**src/rtl/booth_fw_pkg.sv**
```systemverilog
package booth_fw_pkg;

    // Flags produced for one radix-4 digit
    typedef struct packed {
        logic neg;   // sign bit of the recoded triplet
        logic one;   // magnitude 1
        logic two;   // magnitude 2
        logic zero;  // digit is zero
        logic cor;   // negative and non-zero: +1 at row LSB
    } digit_t;

endpackage

```
**src/rtl/booth_fw_recoder.sv**
```systemverilog
module booth_fw_recoder
    import booth_fw_pkg::*;
(
    input  logic [2:0] trip_i,
    output digit_t     dig_o
);

    always_comb begin
        dig_o.zero = (trip_i == 3'b000) || (trip_i == 3'b111);
        dig_o.one  = trip_i[1] ^ trip_i[0];
        dig_o.two  = !dig_o.zero && !dig_o.one;
        dig_o.neg  = trip_i[2];
        dig_o.cor  = trip_i[2] && !dig_o.zero;
    end

endmodule

```
**src/rtl/booth_fw_row.sv**
```systemverilog
module booth_fw_row #(
    parameter int W   = 8,
    parameter int POS = 0
) (
    input  logic [W-1:0]   x_i,
    input  logic           one_i,
    input  logic           two_i,
    input  logic           inv_i,
    output logic [2*W-1:0] row_o
);

    localparam int PW = 2 * W;

    logic [W:0] xe;
    logic [W:0] xs;
    logic [W:0] bits;

    always_comb begin
        xe   = {x_i[W-1], x_i};
        xs   = {xe[W-1:0], 1'b0};
        bits = (({(W+1){one_i}} & xe) | ({(W+1){two_i}} & xs)) ^ {(W+1){inv_i}};
        row_o            = '0;
        row_o[POS +: W]  = bits[W-1:0];
        row_o[POS + W]   = !bits[W];
    end

endmodule

```
**src/rtl/booth_fw_comp.sv**
```systemverilog
module booth_fw_comp #(
    parameter int NDIG = 4
) (
    input  logic [NDIG-1:0] zero_i,
    output logic            carry_o
);

    localparam int CW = $clog2(NDIG + 1);

    logic [CW-1:0] live;

    always_comb begin
        live = '0;
        for (int i = 0; i < NDIG; i++) begin
            live = live + CW'(!zero_i[i]);
        end
        carry_o = (live >= CW'(2));
    end

endmodule

```
**src/rtl/booth_fw_mul.sv**
```systemverilog
module booth_fw_mul
    import booth_fw_pkg::*;
#(
    parameter int W       = 8,
    parameter bit REG_OUT = 1'b1
) (
    input  logic         clk,
    input  logic         rst_n,
    input  logic [W-1:0] x_i,
    input  logic [W-1:0] y_i,
    output logic [W-1:0] p_o
);

    localparam int NDIG     = W / 2;
    localparam int PW       = 2 * W;
    localparam int KEEP_COL = W - 1;
    localparam logic [PW-1:0] KEEP_MASK = {PW{1'b1}} << KEEP_COL;

    function automatic logic [PW-1:0] sign_const();
        logic [PW-1:0] k;
        k = '0;
        for (int i = 0; i < NDIG; i++) begin
            k = k - (PW'(1) << (2 * i + W));
        end
        return k;
    endfunction

    localparam logic [PW-1:0] SIGN_K = sign_const();

    typedef struct packed {
        logic [W-1:0] prod;
    } state_t;

    logic [W:0]      ypad;
    digit_t          dig   [NDIG];
    logic [PW-1:0]   row_v [NDIG];
    logic [NDIG-1:0] dig_neg, dig_one, dig_two, dig_zero, dig_cor;
    logic            comp_c;
    logic [PW-1:0]   cor_pos;
    logic [PW-1:0]   acc;
    state_t          st_d;

    assign ypad = {y_i, 1'b0};

    for (genvar g = 0; g < NDIG; g++) begin : g_dig
        booth_fw_recoder u_rec (
            .trip_i (ypad[2*g+2 -: 3]),
            .dig_o  (dig[g])
        );
        booth_fw_row #(.W(W), .POS(2*g)) u_row (
            .x_i   (x_i),
            .one_i (dig[g].one),
            .two_i (dig[g].two),
            .inv_i (dig[g].cor),
            .row_o (row_v[g])
        );
        assign dig_neg[g]  = dig[g].neg;
        assign dig_one[g]  = dig[g].one;
        assign dig_two[g]  = dig[g].two;
        assign dig_zero[g] = dig[g].zero;
        assign dig_cor[g]  = dig[g].cor;
    end

    booth_fw_comp #(.NDIG(NDIG)) u_comp (
        .zero_i  (dig_zero),
        .carry_o (comp_c)
    );

    // Sum the kept columns only; correction bits sit in dropped columns
    always_comb begin
        cor_pos = '0;
        for (int g = 0; g < NDIG; g++) begin
            cor_pos[2*g] = dig_cor[g];
        end
        acc = SIGN_K;
        for (int g = 0; g < NDIG; g++) begin
            acc = acc + (row_v[g] & KEEP_MASK);
        end
        acc = acc + (cor_pos & KEEP_MASK);
        acc = acc + (PW'(comp_c) << KEEP_COL);
        st_d.prod = acc[PW-1:W];
    end

    if (REG_OUT) begin : g_reg
        state_t st_q;
        always_ff @(posedge clk or negedge rst_n) begin
            if (!rst_n) st_q <= '0;
            else        st_q <= st_d;
        end
        assign p_o = st_q.prod;
    end else begin : g_comb
        assign p_o = st_d.prod;
    end

endmodule

```
**config.mk**
```make
export PLATFORM = sky130hd
export DESIGN_NAME = booth_fw_mul
export DESIGN_NICKNAME = d
export VERILOG_FILES = /design/src/rtl/booth_fw_pkg.sv /design/src/rtl/booth_fw_recoder.sv /design/src/rtl/booth_fw_row.sv /design/src/rtl/booth_fw_comp.sv /design/src/rtl/booth_fw_mul.sv
export SDC_FILE = /design/constraint.sdc
export NUM_CORES = 1
export LEC_CHECK = 0
export ABC_CLOCK_PERIOD_IN_PS = 800
export BUFFER_PORTS_ARGS = -buffer_cell sky130_fd_sc_hd__buf_2
export CAP_MARGIN = 20
export CORE_MARGIN = 2
export CORE_UTILIZATION = 50
export DETAILED_ROUTE_END_ITERATION = 12
export PLACE_DENSITY_LB_ADDON = 0.12
export SKIP_CTS_REPAIR_TIMING = 1
export SLEW_MARGIN = 10
export SYNTH_ARGS = -nofsm -noshare
export SYNTH_HDL_FRONTEND = slang
export SYNTH_SLANG_ARGS = --single-unit
export TNS_END_PERCENT = 1
```
**constraint.sdc**
```tcl
create_clock -name clk -period 0.8 [get_ports clk]
set_input_delay 0.12 -clock clk [delete_from_list [all_inputs] [get_ports clk]]
set_output_delay 0.12 -clock clk [all_outputs]
set_load 0.02 [all_outputs]
```
After elaboration in Yosys (flattened, before gate mapping)
Cells that the tools add are included.
- input bits: 18
- bits in registers: 8
- RAM bits: 0
- latch bits: 0
- memories: 0
- output and inout bits: 8
- memory bits (read-only): 0
- logic and storage cells: 59
- divide/modulo/power cells: 0
- add/subtract/negate cells: 8
- multiply operators: 0
- eq/ne operators: 3
- reductions and logical operators: 27
- shifts and indexed selects: 0
- mux-type cells: 0
- bitwise gates (word level): 19
- order comparisons: 1
- operator list (kind ; count):
    9-bit bitwise AND ; 8
    9-bit bitwise OR ; 4
    9-bit bitwise XOR ; 4
    16-bit by 11-bit adder with 16-bit output ; 1
    16-bit by 13-bit adder with 16-bit output ; 1
    16-bit by 15-bit adder with 16-bit output ; 1
    16-bit by 8-bit adder with 16-bit output ; 1
    16-bit by 9-bit adder with 16-bit output, first input constant ; 1
    1-bit zero test ; 12
    3-bit zero test ; 4
    3-bit equality test, second input constant ; 3
    1-bit logical AND ; 8
    3-bit by 1-bit adder with 3-bit output ; 2
    3-bit by 2-bit >= comparator with 1-bit output, second input constant ; 1
    1-bit logical OR ; 3
    1-bit bitwise XOR ; 3
    1-bit by 1-bit adder with 2-bit output ; 1

Depth between registers and ports, before layout
Gate-level depths: netlist of run 1.
- depth after elaboration: 12
- depth in mapped cells: 19
- depth with buffers taken out: 19

Cells and area by module
From an unflattened synthesis of run 1, not the netlist that was laid out.
- cell total of the unflattened synthesis: 252
- area total of the unflattened synthesis: 2396.0 µm²
- by module, submodules not included (module ; times used ; seq. area each (µm²) ; cells each ; area an instance (µm²)):
    booth_fw_mul ; 1 ; 200.2 ; 102 ; 1054.8
    booth_fw_row ; 4 ; 0.0 ; 29 ; 261.5
    booth_fw_recoder ; 4 ; 0.0 ; 8 ; 67.6
    booth_fw_comp ; 1 ; 0.0 ; 2 ; 25.0

Worst setup path after synthesis of run 1
OpenSTA, ideal clock, no wires.
- kind: input port to flip-flop
- start point: input port y_i[1]
- end point: register g_reg.st_q (netlist bit p_o[6])
- arrival time: 3.894 ns
- cell stages on the path: 17
- setup time: 0.080 ns
- setup slack: -3.174 ns
- buffers on the path: 0
- required time: 0.720 ns
- path through: inv_1 > ha_1 > mux2i_1 > ha_1 > ha_1 > a211oi_1 > fa_1 > fa_1 > fa_1 > inv_1 > ha_1 > fa_1 > a21o_1 > a21oi_2 > o21bai_1 > a21oi_1 > xnor2_1
- longest elaborated chain between the ends: 12
- elaborated cells between the ends (all ways): 30
- those cells by class: 8 x add/sub; 1 x order compare; 1 x eq/ne; 8 x bitwise; 12 x reduce/logical
- RTL lines (item ; RTL line ; text):
    start, declared ; booth_fw_mul.sv:10 ; input logic [W-1:0] y_i,
    3-bit zero test / 3-bit equality test (equally long branches) ; booth_fw_recoder.sv:9 ; dig_o.zero = (trip_i == 3'b000) || (trip_i == 3'b111);
    1-bit zero test / 1-bit logical OR (equally long branches) ; -- ;
    1-bit logical AND / 1-bit zero test (equally long branches) ; booth_fw_recoder.sv:11, booth_fw_recoder.sv:13, booth_fw_comp.sv:15 ;
    9-bit bitwise AND / 1-bit logical AND (equally long branches) ; booth_fw_row.sv:21, booth_fw_recoder.sv:11 ;
    9-bit bitwise OR / 9-bit bitwise AND (equally long branches) ; booth_fw_row.sv:21 ; bits = (({(W+1){one_i}} & xe) | ({(W+1){two_i}} & xs)) ^ {(W+1){inv_i}};
    9-bit bitwise XOR / 9-bit bitwise OR (equally long branches) ; booth_fw_row.sv:21 ;
    1-bit zero test / 9-bit bitwise XOR (equally long branches) ; booth_fw_row.sv:24, booth_fw_row.sv:21 ;
    16-bit by 9-bit adder with 16-bit output / 1-bit zero test (equally long branches) ; booth_fw_mul.sv:77, booth_fw_row.sv:24 ;
    16-bit by 11-bit adder with 16-bit output ; booth_fw_mul.sv:77 ; acc = acc + (row_v[g] & KEEP_MASK);
    16-bit by 13-bit adder with 16-bit output ; booth_fw_mul.sv:77 ;
    16-bit by 15-bit adder with 16-bit output ; booth_fw_mul.sv:77 ;
    16-bit by 8-bit adder with 16-bit output * ; booth_fw_mul.sv:80 ; acc = acc + (PW'(comp_c) << KEEP_COL);
    via acc[14] ; booth_fw_mul.sv:40 ; logic [PW-1:0] acc;
    end signal, assigned ; booth_fw_mul.sv:88 ; else st_q <= st_d;
    end, declared ; booth_fw_mul.sv:85 ; state_t st_q;
Mark *: on every way through the listed nets, which the timed path passes. The rest lies on a longest branch.

Worst setup path in the final report of run 1
Ends and elaborated chain as after synthesis.

==> results.json, run 1 <==
{
  "rows": 20,
  "dieHeight_um": 59.7,
  "synthDominantCellAreaShare_pct": 23.4,
  "io_pins": 26,
  "synthTopCellsByArea": "ha_1 (23%), dfrtp_1 (13%), fa_1 (9.0%)",
  "first_pass_iters": 4,
  "hold_class": "in2async",
  "synth-seq-cells": 8,
  "coreArea_mm2": 0.00300,
  "async_reset_ff_share_pct": 100,
  "gr-total-overflow": 0,
  "first_iter_violations": 65,
  "detail_route.drc_violations": 0,
  "synth_edf_count": 0,
  "maxSlewViolCount": 0,
  "synth.area.mux_share_pct": 3.31,
  "worst-setup-path-type": "in2reg",
  "netlist_instances": 196,
  "cts.clk_slew.worst_paths_ns": 0.05,
  "synth_top_family_by_area": "adder cells",
  "final_core_util_pct": 71.8,
  "setup_viol": 16,
  "status": "complete, but fails checks",
  "areaGrowthSynthToFinish_pct": 39.3,
  "fin_crit_sh_pct": 461,
  "cp-end-kind": "register",
  "grt_max_degree": 16,
  "grt_pass1_wl_um": 5820,
  "worst_ep_required_time_ns": 0.98,
  "tns_ns": -20.64,
  "nets": 313,
  "die_area_mm2": 0.00356,
  "dp.final_hpwl_um": 3000,
  "fin_crit_ns": 3.69,
  "cts_tree": "yes",
  "place_congestion": 0.870,
  "synth_fp_nets": 250,
  "rsz0062_at_grt": "true",
  "power.density_mw_per_mm2": 2600,
  "routed_wl_um": 3470,
  "portBuffers": 25,
  "synth_compound_area_share_pct": 19.5,
  "worst_hold_slack_ns": 0.246,
  "cts_buffers": 3,
  "drtAntennaViolNets": 0,
  "final_cells": 290,
  "drv_cap": 0,
  "track_usage_pct": 21.5,
  "cp-start-kind": "input pin",
  "drive_above_1_share_pct": 35.0,
  "tightest_slew_ns": 0.395,
  "yosysWarnings": 0,
  "synth_top_cell_by_area": "ha_1",
  "vias": 1485,
  "setup_ws_ns": -2.89,
  "num_antenna_cells": 0,
  "finalHoldViolations": 0,
  "ys_seq_area_share_pct": 12.9,
  "ir_drop_uv": 2860,
  "yosys.area_share.simple_pct": 13.7,
  "synthAdderAreaFrac_pct": 32.5,
  "fp.dieW_um": 59.7,
  "wl_per_cell_um": 12.0,
  "antenna_found_initial": 0,
  "syn_area_mm2": 0.00155,
  "cp.arrival_ns": 3.87,
  "fillCellCount": 237,
  "htree_levels": 1,
  "cp_max_fo": 4,
  "cts-root-buf": "clkbuf_4",
  "relSlewSlack_pct": 72.9,
  "leakage_uw": 0.00111,
  "viasPerCell": 5.12,
  "start_util_pct": 51.6,
  "violations": "setup timing",
  "clockBufferDepth": 2,
  "fmax_mhz": 271,
  "largest_reg_flops": 8,
  "synth_cell_types": 30,
  "synth_xor_area_share_pct": 9.05,
  "synthFlopType": "dfrtp_1",
  "dp.cells": 286,
  "syn_area_per_cell_um2": 7.90,
  "clock-sinks": 8,
  "cp-startpoint": "y_i[1]",
  "grt_pass1_vias": 1354
}
-- cell usage after synthesis (2+ instances only) --
cell / count
ha_1: 29
a21oi_2: 2
buf_2: 6
nand2_1: 19
o21ai_0: 21
a21oi_1: 17
xor2_1: 11
dfrtp_1: 8
inv_1: 23
clkbuf_1: 4
nand3b_1: 4
a211oi_1: 4
fa_1: 7
o21bai_1: 3
nand2b_1: 4
xnor2_1: 5
nor2_1: 13
mux2i_1: 4
-- metal layers --
layer | share of wire, % | track usage [%] | vias up
met3 | 6.1 | 5.19 | 6
met2 | 50 | 36.2 | 32
met5 | 0 | 0 | -
li1 | - | - | 783
met1 | 43 | 28.3 | 664
met4 | 1.2 | 3.81 | 0
-- cells in the final DEF (no fill, tap or decap), drive strengths merged --
master	instances
o21bai	3
mux2i	4
nor3b	1
nand3	1
o211a	1
dfrtp	8
and3	1
clkbuf	3
ha	29
nor2b	1
a211oi	4
buf	68
inv	23
and2	1
mux2	1
or2	1
nor2	13
fa	7
a21o	1
dlygate4sd3	1
a21oi	19
o21ai	21
xnor2	5
a311oi	1
nand2	19
o41ai	1
nand3b	4
nand2b	4
xor2	11
-- worst max-delay path, cell delays in order --
cell and delay [ns]:
buf_12 0.12, ha_4 0.15, mux2i_1 0.13, ha_1 0.28
ha_4 0.29, a211oi_4 0.06, fa_2 0.39, fa_1 0.49
fa_1 0.56, inv_2 0.05, ha_4 0.16, fa_2 0.34
a21o_1 0.17, a21oi_2 0.15, o21bai_1 0.10, a21oi_2 0.17
xnor2_1 0.13
-- stage by stage --
stage | total power (uW) | area, um^2 | worst slack (ns)
2_1_floorplan | 3520 | 1630 | -2.96
3_3_place_gp | 5040 | 2060 | -3.25
3_5_place_dp | 5170 | 2060 | -3.38
4_1_cts | 5530 | 2090 | -3.11
5_1_grt | 6250 | 2160 | -3.05
6_report | 5610 | 2160 | -2.89
-- cells by family after synthesis --
kind of cell	Yosys count
AO/OA/AOI/OAI	51
XOR/XNOR	16
adder cells (fa/ha/maj)	36
buffers and inverters	34
flip-flops	8
multiplexers	5
AND/OR/NAND/NOR	46
-- cell type report --
class                      instances  area [um^2]  area share (%)
multi-input combinational        154         1290            60.0
tap                               33         41.3            1.91
timing repair buffer              69          488            22.6
sequential                         8          200            9.28
clock buffer                       3         22.5            1.04
inverter                          23          111            5.16
-- power breakdown --
part	leakage [uW]	internal [uW]	switching (uW)
combinational	0.00101	2350	2250
clock	0.0000138	171	135
sequential	0.0000925	664	38.9
-- path summary, 6_finish.rpt --
check | to
max | p_o[6]$_DFF_PN0_
min | p_o[5]$_DFF_PN0_
max in group asynchronous | p_o[1]$_DFF_PN0_
min in group clk | p_o[0]$_DFF_PN0_
Power figures use the tool's default switching activity.
==> inputs of run 2 (changes only) <==
CORE_MARGIN = 3   (was 2)
GPL_TIMING_DRIVEN = 0   (was default)
==> run 2 against run 1 <==
Against the previous run: the run still ends with setup timing left; worst hold slack worse by 0.0031 ns; setup slack lost 0.084 ns; critical path depth is the same; sequential share of layout area grew 1.3 points; global-route usage down 2.3 points; via count shrank 7.7%; first-iteration DRC count is 46% higher; count of clock-buffer cells in the layout unchanged; clock power about the same; power fell by 11%.
==> results.json, run 2 (synthesis gave the netlist of run 1 again) <==
{
  "die_area_mm2": 0.00380,
  "io_pins": 26,
  "track_usage_pct": 19.3,
  "vias": 1370,
  "cp-start-kind": "input pin",
  "cp-end-kind": "register",
  "clock-sinks": 8,
  "setup_ws_ns": -2.98,
  "multi_input_area_mm2": 0.00130,
  "maxSlewViolCount": 0,
  "critPathMaxStageDelay_ns": 0.56,
  "largest_reg_flops": 8,
  "grt_pass1_wl_um": 5520,
  "gr-total-overflow": 0,
  "coreArea_mm2": 0.00285,
  "tightest_slew_ns": 0.450,
  "worstPathCellList": "buf_12 -> ha_4 -> mux2i_1 -> ha_1 -> ha_4 -> a211oi_4 -> fa_2 -> fa_1 -> fa_1 -> inv_2 -> ha_4 -> fa_2 -> a21o_1 -> a21oi_2 -> o21bai_1 -> a21oi_1 -> xnor2_1",
  "areaGrowthSynthToFinish_pct": 22.6,
  "num_antenna_cells": 0,
  "cts-root-buf": "clkbuf_4",
  "rsz0062_at_grt": "true",
  "dieHeight_um": 61.7,
  "worst_ep_required_time_ns": 0.99,
  "leakage_uw": 0.000940,
  "htree_levels": 1,
  "seqCellArea_um2": 200,
  "nets": 281,
  "critPathSlowestCell": "fa_1",
  "wl_per_cell_um": 12.9,
  "drtAntennaViolNets": 0,
  "routed_wl_um": 3290,
  "cp.arrival_ns": 3.96,
  "drv_cap": 0,
  "fin_crit_sh_pct": 472,
  "rows": 19,
  "portBuffers": 22,
  "relSlewSlack_pct": 69.7,
  "dp.final_hpwl_um": 2680,
  "worst-setup-path-type": "in2reg",
  "cts.clk_slew.worst_paths_ns": 0.06,
  "violations": "setup timing",
  "final_core_util_pct": 66.6,
  "grt_max_degree": 11,
  "viasPerCell": 5.35,
  "final_cell_mix": "buf_2 (26), ha_1 (24), o21ai_0 (20)",
  "finalHoldViolations": 0,
  "cts_buffers": 3,
  "drive_above_1_share_pct": 24.0,
  "cp_max_fo": 4,
  "final_common_cell": "buf_2",
  "crit_top_cell": "ha_4",
  "clockBufferDepth": 2,
  "fmax_mhz": 265,
  "dp_slack_ns": -3.45,
  "setup_viol": 16,
  "cts_tree": "yes",
  "fillCellCount": 266,
  "detail_route.drc_violations": 0,
  "antenna_found_initial": 0,
  "worst_hold_slack_ns": 0.243,
  "grt_pass1_vias": 1268,
  "start_util_pct": 54.3,
  "fin_crit_ns": 3.78,
  "fp.dieW_um": 61.7,
  "place_congestion": 0.794,
  "ir_drop_uv": 2830,
  "power.density_mw_per_mm2": 2640,
  "status": "complete, but fails checks",
  "first_pass_iters": 4,
  "hold_class": "in2async",
  "first_iter_violations": 95
}
==> run 2: cell type report <==
cell class / instances / area share (%)
buffer: 11 / 2.77
clock buffer: 3 / 1.19
inverter: 23 / 5.86
multi-input combinational: 154 / 68.5
sequential: 8 / 10.5
tap: 31 / 2.04
timing repair buffer: 26 / 9.09
==> run 2: metal layers <==
metal	vias up	track usage, %	part of all wire, %
li1	713	-	-
met1	623	27.0	46
met2	32	30.2	49
met3	2	4.19	4.4
met4	0	4.55	0.52
met5	-	0	0
==> run 2: where the power goes <==
part / total (uW) / internal, uW / switching, uW
Sequential: 700 / 663 / 36.7
Clock: 310 / 172 / 138
Combinational: 4000 / 1820 / 2180
Total: 5010 / 2660 / 2360
==> run 2: worst max path at each step <==
stage	start	end	slack (ns)	cells past startpoint
after floorplan	y_i[2]	p_o[6]$_DFF_PN0_	-2.96	19
after global placement	y_i[1]	p_o[6]$_DFF_PN0_	-3.40	20
after detailed placement	y_i[1]	p_o[6]$_DFF_PN0_	-3.45	20
after CTS	y_i[1]	p_o[6]$_DFF_PN0_	-3.20	20
after global routing	y_i[3]	p_o[6]$_DFF_PN0_	-3.10	17
final	y_i[1]	p_o[6]$_DFF_PN0_	-2.98	17
==> run 2: worst max-delay path: cells and delay by family <==
kind	cells	cell delay (ns)
AOI/OAI and AO/OA	5	0.68
xor gates and xnor gates	1	0.13
muxes	1	0.17
buffers and inverters	2	0.16
adders and majority gates	8	2.68
==> run 2: per-stage QoR <==
stage	cell area (um^2)	std cells	total power, uW	TNS [ns]
floorplan	1630	196	3520	-19.97
global placement	1780	249	4230	-23.22
detailed placement	1780	249	4320	-23.71
global route	1900	256	5630	-22.11
finish	1900	256	5010	-21.03
CTS	1800	252	4680	-22.37
